$ cat src/rtl/gpio_fastport.sv
module gpio_fastport #(
  parameter int WIDTH = 32,
  parameter int AW    = 3
) (
  input  logic             clk,
  input  logic             rst_n,
  input  logic [AW-1:0]    bus_addr,
  input  logic             bus_we,
  input  logic [WIDTH-1:0] bus_wdata,
  output logic [WIDTH-1:0] bus_rdata,
  input  logic [WIDTH-1:0] pin_in,
  output logic [WIDTH-1:0] pin_out,
  output logic [WIDTH-1:0] pin_oe
);
  localparam logic [AW-1:0] A_DIR = AW'(0);
  localparam logic [AW-1:0] A_OUT = AW'(1);
  localparam logic [AW-1:0] A_SET = AW'(2);
  localparam logic [AW-1:0] A_CLR = AW'(3);
  localparam logic [AW-1:0] A_PIN = AW'(4);

  logic [WIDTH-1:0] dir_q, out_q, sync1_q, sync2_q, rd_q;
  logic [WIDTH-1:0] out_nxt, rd_nxt;

  wire wr_dir = bus_we && (bus_addr == A_DIR);

  always_comb begin
    out_nxt = out_q;
    if (bus_we) begin
      unique case (bus_addr)
        A_OUT:   out_nxt = bus_wdata;
        A_SET:   out_nxt = out_q | bus_wdata;
        A_CLR:   out_nxt = out_q & ~bus_wdata;
        default: out_nxt = out_q;
      endcase
    end
  end

  always_comb begin
    unique case (bus_addr)
      A_DIR:               rd_nxt = dir_q;
      A_OUT, A_SET, A_CLR: rd_nxt = out_q;
      A_PIN:               rd_nxt = sync2_q;
      default:             rd_nxt = '0;
    endcase
  end

  always_ff @(posedge clk or negedge rst_n) begin
    if (!rst_n) begin
      dir_q   <= '0;
      out_q   <= '0;
      sync1_q <= '0;
      sync2_q <= '0;
      rd_q    <= '0;
    end else begin
      if (wr_dir) dir_q <= bus_wdata;
      out_q   <= out_nxt;
      sync1_q <= pin_in;
      sync2_q <= sync1_q;
      rd_q    <= rd_nxt;
    end
  end

  assign pin_out   = out_q;
  assign pin_oe    = dir_q;
  assign bus_rdata = rd_q;


  reset_clear_chk: assert property (@(posedge clk)
    !rst_n |=> (pin_oe == '0 && pin_out == '0 && bus_rdata == '0));


  dir_write_chk: assert property (@(posedge clk) disable iff (!rst_n)
    (bus_we && bus_addr == A_DIR) |=> pin_oe == $past(bus_wdata));


  out_write_chk: assert property (@(posedge clk) disable iff (!rst_n)
    (bus_we && bus_addr == A_OUT) |=> pin_out == $past(bus_wdata));


  set_write_chk: assert property (@(posedge clk) disable iff (!rst_n)
    (bus_we && bus_addr == A_SET) |=>
      ((pin_out & $past(bus_wdata)) == $past(bus_wdata)) &&
      ((pin_out & ~$past(bus_wdata)) == ($past(pin_out) & ~$past(bus_wdata))));


  clr_write_chk: assert property (@(posedge clk) disable iff (!rst_n)
    (bus_we && bus_addr == A_CLR) |=>
      ((pin_out & $past(bus_wdata)) == '0) &&
      ((pin_out & ~$past(bus_wdata)) == ($past(pin_out) & ~$past(bus_wdata))));


  no_write_hold_chk: assert property (@(posedge clk) disable iff (!rst_n)
    (!bus_we || bus_addr >= A_PIN) |=> ($stable(pin_out) && $stable(pin_oe)));
endmodule

$ cat config.mk
export PLATFORM = sky130hd
export DESIGN_NAME = gpio_fastport
export DESIGN_NICKNAME = d
export VERILOG_FILES = /design/src/rtl/gpio_fastport.sv
export SDC_FILE = /design/constraint.sdc
export NUM_CORES = 1
export LEC_CHECK = 0
export ABC_AREA = 0
export BUFFER_PORTS_ARGS = -buffer_cell sky130_fd_sc_hd__buf_2
export CORE_ASPECT_RATIO = 2
export CORE_MARGIN = 2
export CORE_UTILIZATION = 32
export DETAILED_ROUTE_END_ITERATION = 8
export PLACE_DENSITY = 0.62
export SYNTH_ARGS = -nofsm -noshare
export SYNTH_HDL_FRONTEND = slang
export SYNTH_SLANG_ARGS = --single-unit
$ cat constraint.sdc
create_clock -name clk -period 0.8 [get_ports clk]
set_input_delay 0.08 -clock clk [delete_from_list [all_inputs] [get_ports clk]]
set_output_delay 0.08 -clock clk [all_outputs]
set_load 0.02 [all_outputs]
-- After elaboration in Yosys (flattened, before gate mapping)
Index checks and enable logic that the tools add are counted.
- equal/unequal tests: 4
- multiplexer cells: 2
- bitwise operators: 3
- reductions and logical operators: 5
- operator list (kind ; number):
    32-bit case mux with 3 select lines ; 2
    32-bit AND ; 1
    32-bit NOT ; 1
    32-bit bitwise OR ; 1
    3-bit by 2-bit == test with 1-bit output, second input constant ; 2
    3-bit by 1-bit == test with 1-bit output, second input constant ; 1
    3-bit == test, second input constant ; 1
    3-bit zero test ; 1
    3-bit nonzero test ; 1
    3-bit OR reduction ; 1
    2-bit AND reduction ; 1
    1-bit logical AND ; 1
- register bits: 160
- input bits: 70
- output and inout port bits: 96

-- Longest topological paths before layout
Gate-level depths: netlist of run 1.
- depth after elaboration: 3
- mapped depth: 7

-- Least setup slack after synthesis of run 1
No wires, ideal clock.
- path kind: input to register
- start point: input port bus_addr[1]
- end point: register dir_q[10] (netlist: pin_oe[10])
- setup time: 127 ps
- arrival: 1222 ps
- data required time: 673 ps
- path slack: -549 ps
- cell stages on the path: 7
- path buffers: 4
- cells stage by stage: buf_2 > or2_1 > buf_2 > nor2b_2 > buf_6 > buf_8 > mux2_1
- cells in the longest elaborated chain, start to end: 2
- ends and longest elaborated chain (what ; RTL line ; text):
    from (decl) ; 7 ; input logic [AW-1:0] bus_addr,
    3-bit zero test ; 24 ; wire wr_dir = bus_we && (bus_addr == A_DIR);
    1-bit logical AND ; 24 ;
    to (signal assigned) ; 55 ; if (wr_dir) dir_q <= bus_wdata;
    to (decl) ; 21 ; logic [WIDTH-1:0] dir_q, out_q, sync1_q, sync2_q, rd_q;
Every way passes these cells.
A chain may end at the register's enable or synchronous reset.

-- Worst setup path in the final report of run 1
- start point: register dir_q[23] (netlist: pin_oe[23])
- end point: output port pin_oe[23]
- RTL lines (what ; RTL line ; text):
    to (decl) ; 13 ; output logic [WIDTH-1:0] pin_oe
No word-level cell between the ends.

==> flow_summary.yaml, run 1 <==
setup_path:
  timing.rr.start: "pin_oe[13]$_DFFE_PN0P_"
  cp_cell_sequence: "buf_6 -> buf_6"
  critical_path.slowest_cell: "sky130_fd_sc_hd__dfrtp_1"
  timing.critical_path.slowest_cell_delay_ps: 400
  critical_path.endpoint_type: "output port"
  worst_ep_arrival_time_ps: 1070
  critPathRequiredTime_ps: 720
  startpoint_type: "register"
  ff2ff_path_depth: 3
  timing.critical_path.mode_cell: "sky130_fd_sc_hd__buf_6"
  worst-path-max-fanout: 2
  ff2ff_setup_slack_ps: -260
  timing.rr.end: "pin_oe[13]$_DFFE_PN0P_"
  timing.setup.critical_path_class: "register to output port"
  cp-startpoint: "pin_oe[23]$_DFFE_PN0P_"
final_layout:
  areaGrowthSynthToFinish_pct: 74.8
  final_core_utilization_pct: 57.0
  layout.nets: 796
  share_of_post_route_cells_with_drive_strength_above_1_pct: 48.7
  instances_no_fill: 956
placement:
  io_buffers: 165
  routabilityCongestion: 0.771
  dp_hpwl_um: 10400
  place_inst: 791
status:
  failing_checks: "setup timing"
  status: "finished, violations left"
detailed_routing:
  drt_total_wl_um: 18900
  vias: 4690
  ant_nets: 0
  avgRoutedWirePerCell_um: 19.8
  drt_first_iter_violations: 139
  drc: 0
  dr.pass1.iters: 4
  vias_per_cell: 4.91
clock_tree:
  clock_tree_from_tritoncts: "yes"
  clk_path_buf_depth: 2
  cts_root_buf: "sky130_fd_sc_hd__clkbuf_16"
  cts_inserted_buffers: 17
  cts.htree.levels: 4
  worst_skew_pair.late_latency_ps: 420
  clkTransAtPathRegs_ps: 60
  clkSinkCount: 160
synth:
  warnings_from_yosys: 0
  ys_seq_area_share_pct: 67.4
  dominantRegCellSynth: "sky130_fd_sc_hd__dfrtp_1"
  postSynthAreaPerCell_um2: 14.1
  count_of_flip_flops_with_a_built_in_enable_after_synthesis: 0
  mappedNetlistArea_um2: 5940
  synth.net_count: 492
  ys_async_sr_fraction_pct: 100
  ys_ff_latch: 160
  syn-instance-count: 422
  yosysUniqueCellTypes: 17
floorplan:
  floorplan.die_area_um2: 19700
  starting_utilization_of_the_core_area_pct: 32.6
  std_cell_rows: 70
  fp.coreArea_um2: 18200
  die_height_um: 197
  num_io_pins: 166
  width_of_the_die_um: 100
timing:
  finalMaxSlewViolations: 0
  setup_repair_after_global_routing_missed_its_margin: "true"
  clock_skew_ps: 7.31
  total_negative_setup_slacks_ps: -29310
  min_period_over_period_pct: 144
  final-hold-violation-count: 0
  hold_slack_ps: 89.1
  timing.fmax_mhz: 870
  slew-limit-headroom_pct: 57.1
  final.setup.worst_slack_ps: -349
  max_slew.worst_pin.slew_ps: 643
  post-route-min-period_ps: 1150
  setup-violations-final: 188
pwr:
  irDropWorstVdd_uv: 1510
  power_per_cell_area_nw_per_um2: 2610
  p_leak_nw: 4.65
grt:
  grt_pass1_wl_um: 27500
  globalRoute.totalOverflow: 0
  grt_start_max_net_pins: 97
  grt.total_usage_pct: 18.5
  first_global_vias: 5230
  antenna_violations_before_repair: 1
worst_hold_path:
  worst_min_delay_path_category: "input pin to async pin"
job:
  maxcap_violations: 0
==> sequential cells by signal (all words and copies together) (netlist names) <==
name / flops
bus_rdata: 32
sync2_q: 32
pin_out: 32
sync1_q: 32
pin_oe: 32
==> critical path: cells and delay by family, from the launching register on <==
kind / cells / cell delay, ps
buf+inv: 2 / 250
flops: 1 / 400
==> Yosys cell counts (2+ instances only) <==
cell type	number	share of area, %
sky130_fd_sc_hd__mux2_1	30	5.7
sky130_fd_sc_hd__buf_8	3	0.76
sky130_fd_sc_hd__a31oi_1	32	3.4
sky130_fd_sc_hd__dfrtp_1	160	67
sky130_fd_sc_hd__o21ai_0	32	2.7
sky130_fd_sc_hd__xnor2_1	32	4.7
sky130_fd_sc_hd__a21oi_1	32	2.7
sky130_fd_sc_hd__mux2i_1	32	5.4
sky130_fd_sc_hd__mux2_2	2	0.38
sky130_fd_sc_hd__clkbuf_1	15	0.95
sky130_fd_sc_hd__nand3b_1	32	4.0
sky130_fd_sc_hd__buf_2	15	1.3
==> where the power goes <==
part	switching [mW]	internal, mW	leakage [nW]
Sequential	0.929	9.20	1.90
Combinational	3.57	4.68	2.44
Clock	3.31	5.41	0.303
==> final cells by class <==
| cell class | instances | area, um^2 |
|---|---|---|
| Tap cell | 216 | 270 |
| Clock inverter | 12 | 183 |
| Timing Repair Buffer | 319 | 3210 |
| Multi-Input combinational cell | 228 | 2260 |
| Sequential cell | 160 | 4000 |
| Fill cell | 1403 | 7830 |
| Antenna cell | 1 | 2.50 |
| Clock buffer | 20 | 457 |
==> layout by cell type, fill, tap and decap left out <==
cell / Yosys / routed
sky130_fd_sc_hd__clkinv_4: 0 / 3
sky130_fd_sc_hd__a31oi_2: 0 / 1
sky130_fd_sc_hd__mux2i_4: 0 / 2
sky130_fd_sc_hd__bufinv_16: 0 / 4
sky130_fd_sc_hd__clkinv_2: 0 / 1
sky130_fd_sc_hd__mux2i_1: 32 / 29
sky130_fd_sc_hd__dfrtp_1: 160 / 160
sky130_fd_sc_hd__mux2i_2: 0 / 1
sky130_fd_sc_hd__buf_2: 15 / 66
sky130_fd_sc_hd__clkbuf_1: 15 / 1
sky130_fd_sc_hd__xnor2_1: 32 / 32
sky130_fd_sc_hd__o21ai_2: 0 / 2
sky130_fd_sc_hd__dlygate4sd3_1: 0 / 65
sky130_fd_sc_hd__nor2b_4: 0 / 2
sky130_fd_sc_hd__diode_2: 0 / 1
sky130_fd_sc_hd__clkbuf_16: 0 / 19
sky130_fd_sc_hd__a31oi_4: 0 / 18
sky130_fd_sc_hd__clkbuf_8: 0 / 2
sky130_fd_sc_hd__and2_4: 0 / 1
sky130_fd_sc_hd__nand3b_1: 32 / 32
sky130_fd_sc_hd__or2_4: 0 / 1
sky130_fd_sc_hd__mux2_4: 0 / 32
sky130_fd_sc_hd__inv_6: 0 / 1
sky130_fd_sc_hd__buf_16: 0 / 2
sky130_fd_sc_hd__buf_4: 0 / 14
sky130_fd_sc_hd__buf_12: 0 / 10
sky130_fd_sc_hd__a21oi_1: 32 / 17
sky130_fd_sc_hd__a21oi_2: 0 / 15
sky130_fd_sc_hd__clkinvlp_4: 0 / 3
sky130_fd_sc_hd__o21ai_1: 0 / 30
sky130_fd_sc_hd__buf_6: 1 / 159
sky130_fd_sc_hd__bufbuf_16: 0 / 1
sky130_fd_sc_hd__a31oi_1: 32 / 13
==> how the worst max path moves through the flow <==
| stage | end | cells past startpoint | slack, ps |
|---|---|---|---|
| 2_1_floorplan | pin_oe[10]$_DFFE_PN0P_ | 7 | -530 |
| 3_3_place_gp | pin_out[29]$_DFFE_PN0P_ | 5 | -710 |
| 3_5_place_dp | pin_out[4]$_DFFE_PN0P_ | 5 | -760 |
| 4_1_cts | pin_oe[23] | 2 | -370 |
| 5_1_grt | pin_oe[23] | 2 | -390 |
| 6_report | pin_oe[23] | 2 | -350 |
==> logic make-up after synthesis <==
group	after synthesis	synth area share (%)
AOI/OAI and AO/OA	96	8.76
xor gates and xnor gates	32	4.72
and+or+nand+nor	36	4.51
buffers and inverters	34	3.16
DFF	160	67.4
muxes	64	11.5
==> through the flow <==
step / worst slack, ps / total power, mW / instance area (um^2)
2_1_floorplan: -526 / 12.5 / 6040
3_3_place_gp: -713 / 14.4 / 7160
3_5_place_dp: -757 / 14.5 / 7160
4_1_cts: -372 / 26.4 / 9870
5_1_grt: -390 / 28.2 / 10400
6_report: -349 / 27.1 / 10400
==> routing by layer <==
layer / share of wire [%] / routed length (um) / global-route usage, %
met5: 0 / 0 / 0
met1: 35 / 6700 / 19.0
met2: 57 / 10700 / 33.8
met3: 4.4 / 834 / 4.61
met4: 3.6 / 672 / 9.94
==> repair_timing <==
item                       4_1_cts  5_1_grt
buffers inserted                53       49
pin swaps                        2        2
hold buffers                    65        0
setup endpoints to repair      192      192
hold endpoints to repair       256        0
gates cloned                     2        2
resized for setup              308       98
(Power assumes the default switching activity.)
==> run 2: changes to the inputs <==
--- a/config.mk
+++ b/config.mk
@@ -9,9 +9,9 @@
 export BUFFER_PORTS_ARGS = -buffer_cell sky130_fd_sc_hd__buf_2
 export CORE_ASPECT_RATIO = 2
 export CORE_MARGIN = 2
-export CORE_UTILIZATION = 32
+export CORE_UTILIZATION = 47
 export DETAILED_ROUTE_END_ITERATION = 8
-export PLACE_DENSITY = 0.62
+export PLACE_DENSITY = 0.83
 export SYNTH_ARGS = -nofsm -noshare
 export SYNTH_HDL_FRONTEND = slang
 export SYNTH_SLANG_ARGS = --single-unit
==> run 2 against run 1 <==
  * The flow still finishes with violations (setup timing)
  * Combinational power increased by 6.4%
  * Die area down 31%
  * Worst setup slack improved by 35 ps
  * Clock power fell by 12%
  * Via count rose by 11%
  * Utilization up 26 points
  * Global-route usage is 12 points higher
  * First-iteration DRC count rose to 2.9 times the previous value
  * Total power down 1.5%
  * Critical endpoint is now pin_oe[22]
  * Cell count shrank 6.5%
  * Sequential power hardly changed
  * Worst hold slack improved by 15 ps
==> flow_summary.yaml, run 2 (same netlist as run 1, synthesis figures left out) <==
detailed_routing:
  drt_total_wl_um: 23600
  ant_nets: 0
  drc: 0
  drt_first_iter_violations: 405
  dr.pass1.iters: 6
  vias: 5208
  avgRoutedWirePerCell_um: 26.4
  vias_per_cell: 5.83
timing:
  final.setup.worst_slack_ps: -314
  final-hold-violation-count: 0
  timing.fmax_mhz: 897
  clock_skew_ps: 11.8
  post-route-min-period_ps: 1110
  finalMaxSlewViolations: 0
  max_slew.worst_pin.slew_ps: 658
  setup-violations-final: 191
  min_period_over_period_pct: 139
  total_negative_setup_slacks_ps: -33480
  hold_slack_ps: 104
  slew-limit-headroom_pct: 56.1
  setup_repair_after_global_routing_missed_its_margin: "true"
clock_tree:
  clock_tree_from_tritoncts: "yes"
  cts_inserted_buffers: 17
  clkSinkCount: 160
  cts.htree.levels: 4
  clk_path_buf_depth: 2
  cts_root_buf: "sky130_fd_sc_hd__clkbuf_16"
  clkTransAtPathRegs_ps: 70
  worst_skew_pair.late_latency_ps: 430
grt:
  antenna_violations_before_repair: 0
  grt_start_max_net_pins: 58
  first_global_vias: 5780
  grt.total_usage_pct: 30.7
  globalRoute.totalOverflow: 0
  grt_pass1_wl_um: 31300
setup_path:
  critical_path.slowest_cell: "sky130_fd_sc_hd__dfrtp_1"
  ff2ff_path_depth: 2
  path_delay_family: "flip-flops"
  number_of_buffers_and_inverters_on_the_critical_path: 1
  cp_cell_sequence: "buf_6"
  timing.setup.critical_path_class: "register to output port"
  critPathRequiredTime_ps: 720
  crit_cells: 1
  worst-path-max-fanout: 2
  worst_ep_arrival_time_ps: 1030
  startpoint_type: "register"
  critical_path.endpoint_type: "output port"
  timing.critical_path.slowest_cell_delay_ps: 440
final_layout:
  mostFrequentLayoutCells: "sky130_fd_sc_hd__dfrtp_1 (160), sky130_fd_sc_hd__buf_6 (157), sky130_fd_sc_hd__buf_2 (66)"
  antenna_cells_inserted: 0
  share_of_post_route_cells_with_drive_strength_above_1_pct: 50.3
  areaGrowthSynthToFinish_pct: 74.8
  instances_no_fill: 894
  layout.cells.most_common: "sky130_fd_sc_hd__dfrtp_1"
  layout.nets: 801
pwr:
  irDropWorstVdd_uv: 2000
  power_per_cell_area_nw_per_um2: 2570
  report.power.total_mw: 26.7
  p_leak_nw: 4.66
floorplan:
  width_of_the_die_um: 83.5
  fp.coreArea_um2: 12500
  die_height_um: 163
  num_io_pins: 166
  starting_utilization_of_the_core_area_pct: 47.6
  floorplan.die_area_um2: 13600
  std_cell_rows: 58
placement:
  routabilityCongestion: 0.786
  place_inst: 725
  detailedPlace.worstSlack_ps: -528
  dp_hpwl_um: 10100
  io_buffers: 165
worst_hold_path:
  worst_min_delay_path_category: "input pin to async pin"
status:
  status: "finished, violations left"
  failing_checks: "setup timing"
job:
  maxcap_violations: 0
==> run 2: cell types whose count changed in the layout (fill, tap and decap cells not counted), sizes merged <==
cell	delta
clkbuf	+1
clkinvlp	+3
bufinv	-4
diode	-1
inv	+3
buf	+3
bufbuf	-1
==> run 2: layout make-up <==
cell class	count	area (um^2)
flip-flops and latches	160	4000
fillers	587	2100
repair buffers	324	3310
multi-input cells	228	2330
well taps	150	188
clock inverters	14	108
clock buffers	18	439
==> run 2: routing by layer <==
metal  vias to the layer above  share of wire, %  global-route usage (%)
li1                       2114                 -                       -
met1                      2663                33                    30.5
met2                       315                55                    55.4
met3                       116               5.3                    6.74
met4                         0               6.9                    22.1
met5                         -                 0                       0
==> run 2: worst paths after layout <==
| kind | start | slack (ps) | end |
|---|---|---|---|
| max | pin_oe[22]$_DFFE_PN0P_ | -310 | pin_oe[22] |
| min | rst_n | 100 | bus_rdata[8]$_DFF_PN0_ |
| max reg2reg | pin_oe[22]$_DFFE_PN0P_ | -190 | pin_oe[22]$_DFFE_PN0P_ |
| min reg2reg | sync1_q[23]$_DFF_PN0_ | 350 | sync2_q[23]$_DFF_PN0_ |
| max in group asynchronous | rst_n | 190 | sync1_q[26]$_DFF_PN0_ |
| min in group clk | pin_in[27] | 300 | sync1_q[27]$_DFF_PN0_ |
==> run 2: repair_timing <==
action	CTS	global route
endpoints found under the hold margin	245	0
setup endpoints to repair	128	192
buffers inserted	59	35
hold buffers	65	0
pin swaps	1	5
gates cloned	3	6
resized for setup	278	116
==> run 2: power by group <==
part	internal, mW	switching (mW)	leakage [nW]
logic	4.76	4.02	2.50
registers	9.20	1.05	1.90
clock network	4.09	3.57	0.252
==> run 2: metrics by stage <==
step	instance area (um^2)	utilization, %
5_1_grt	10400	83.2
2_1_floorplan	6040	-
4_1_cts	9700	77.7
3_5_place_dp	7130	57.1
3_3_place_gp	7130	57.1
6_report	10400	83.2
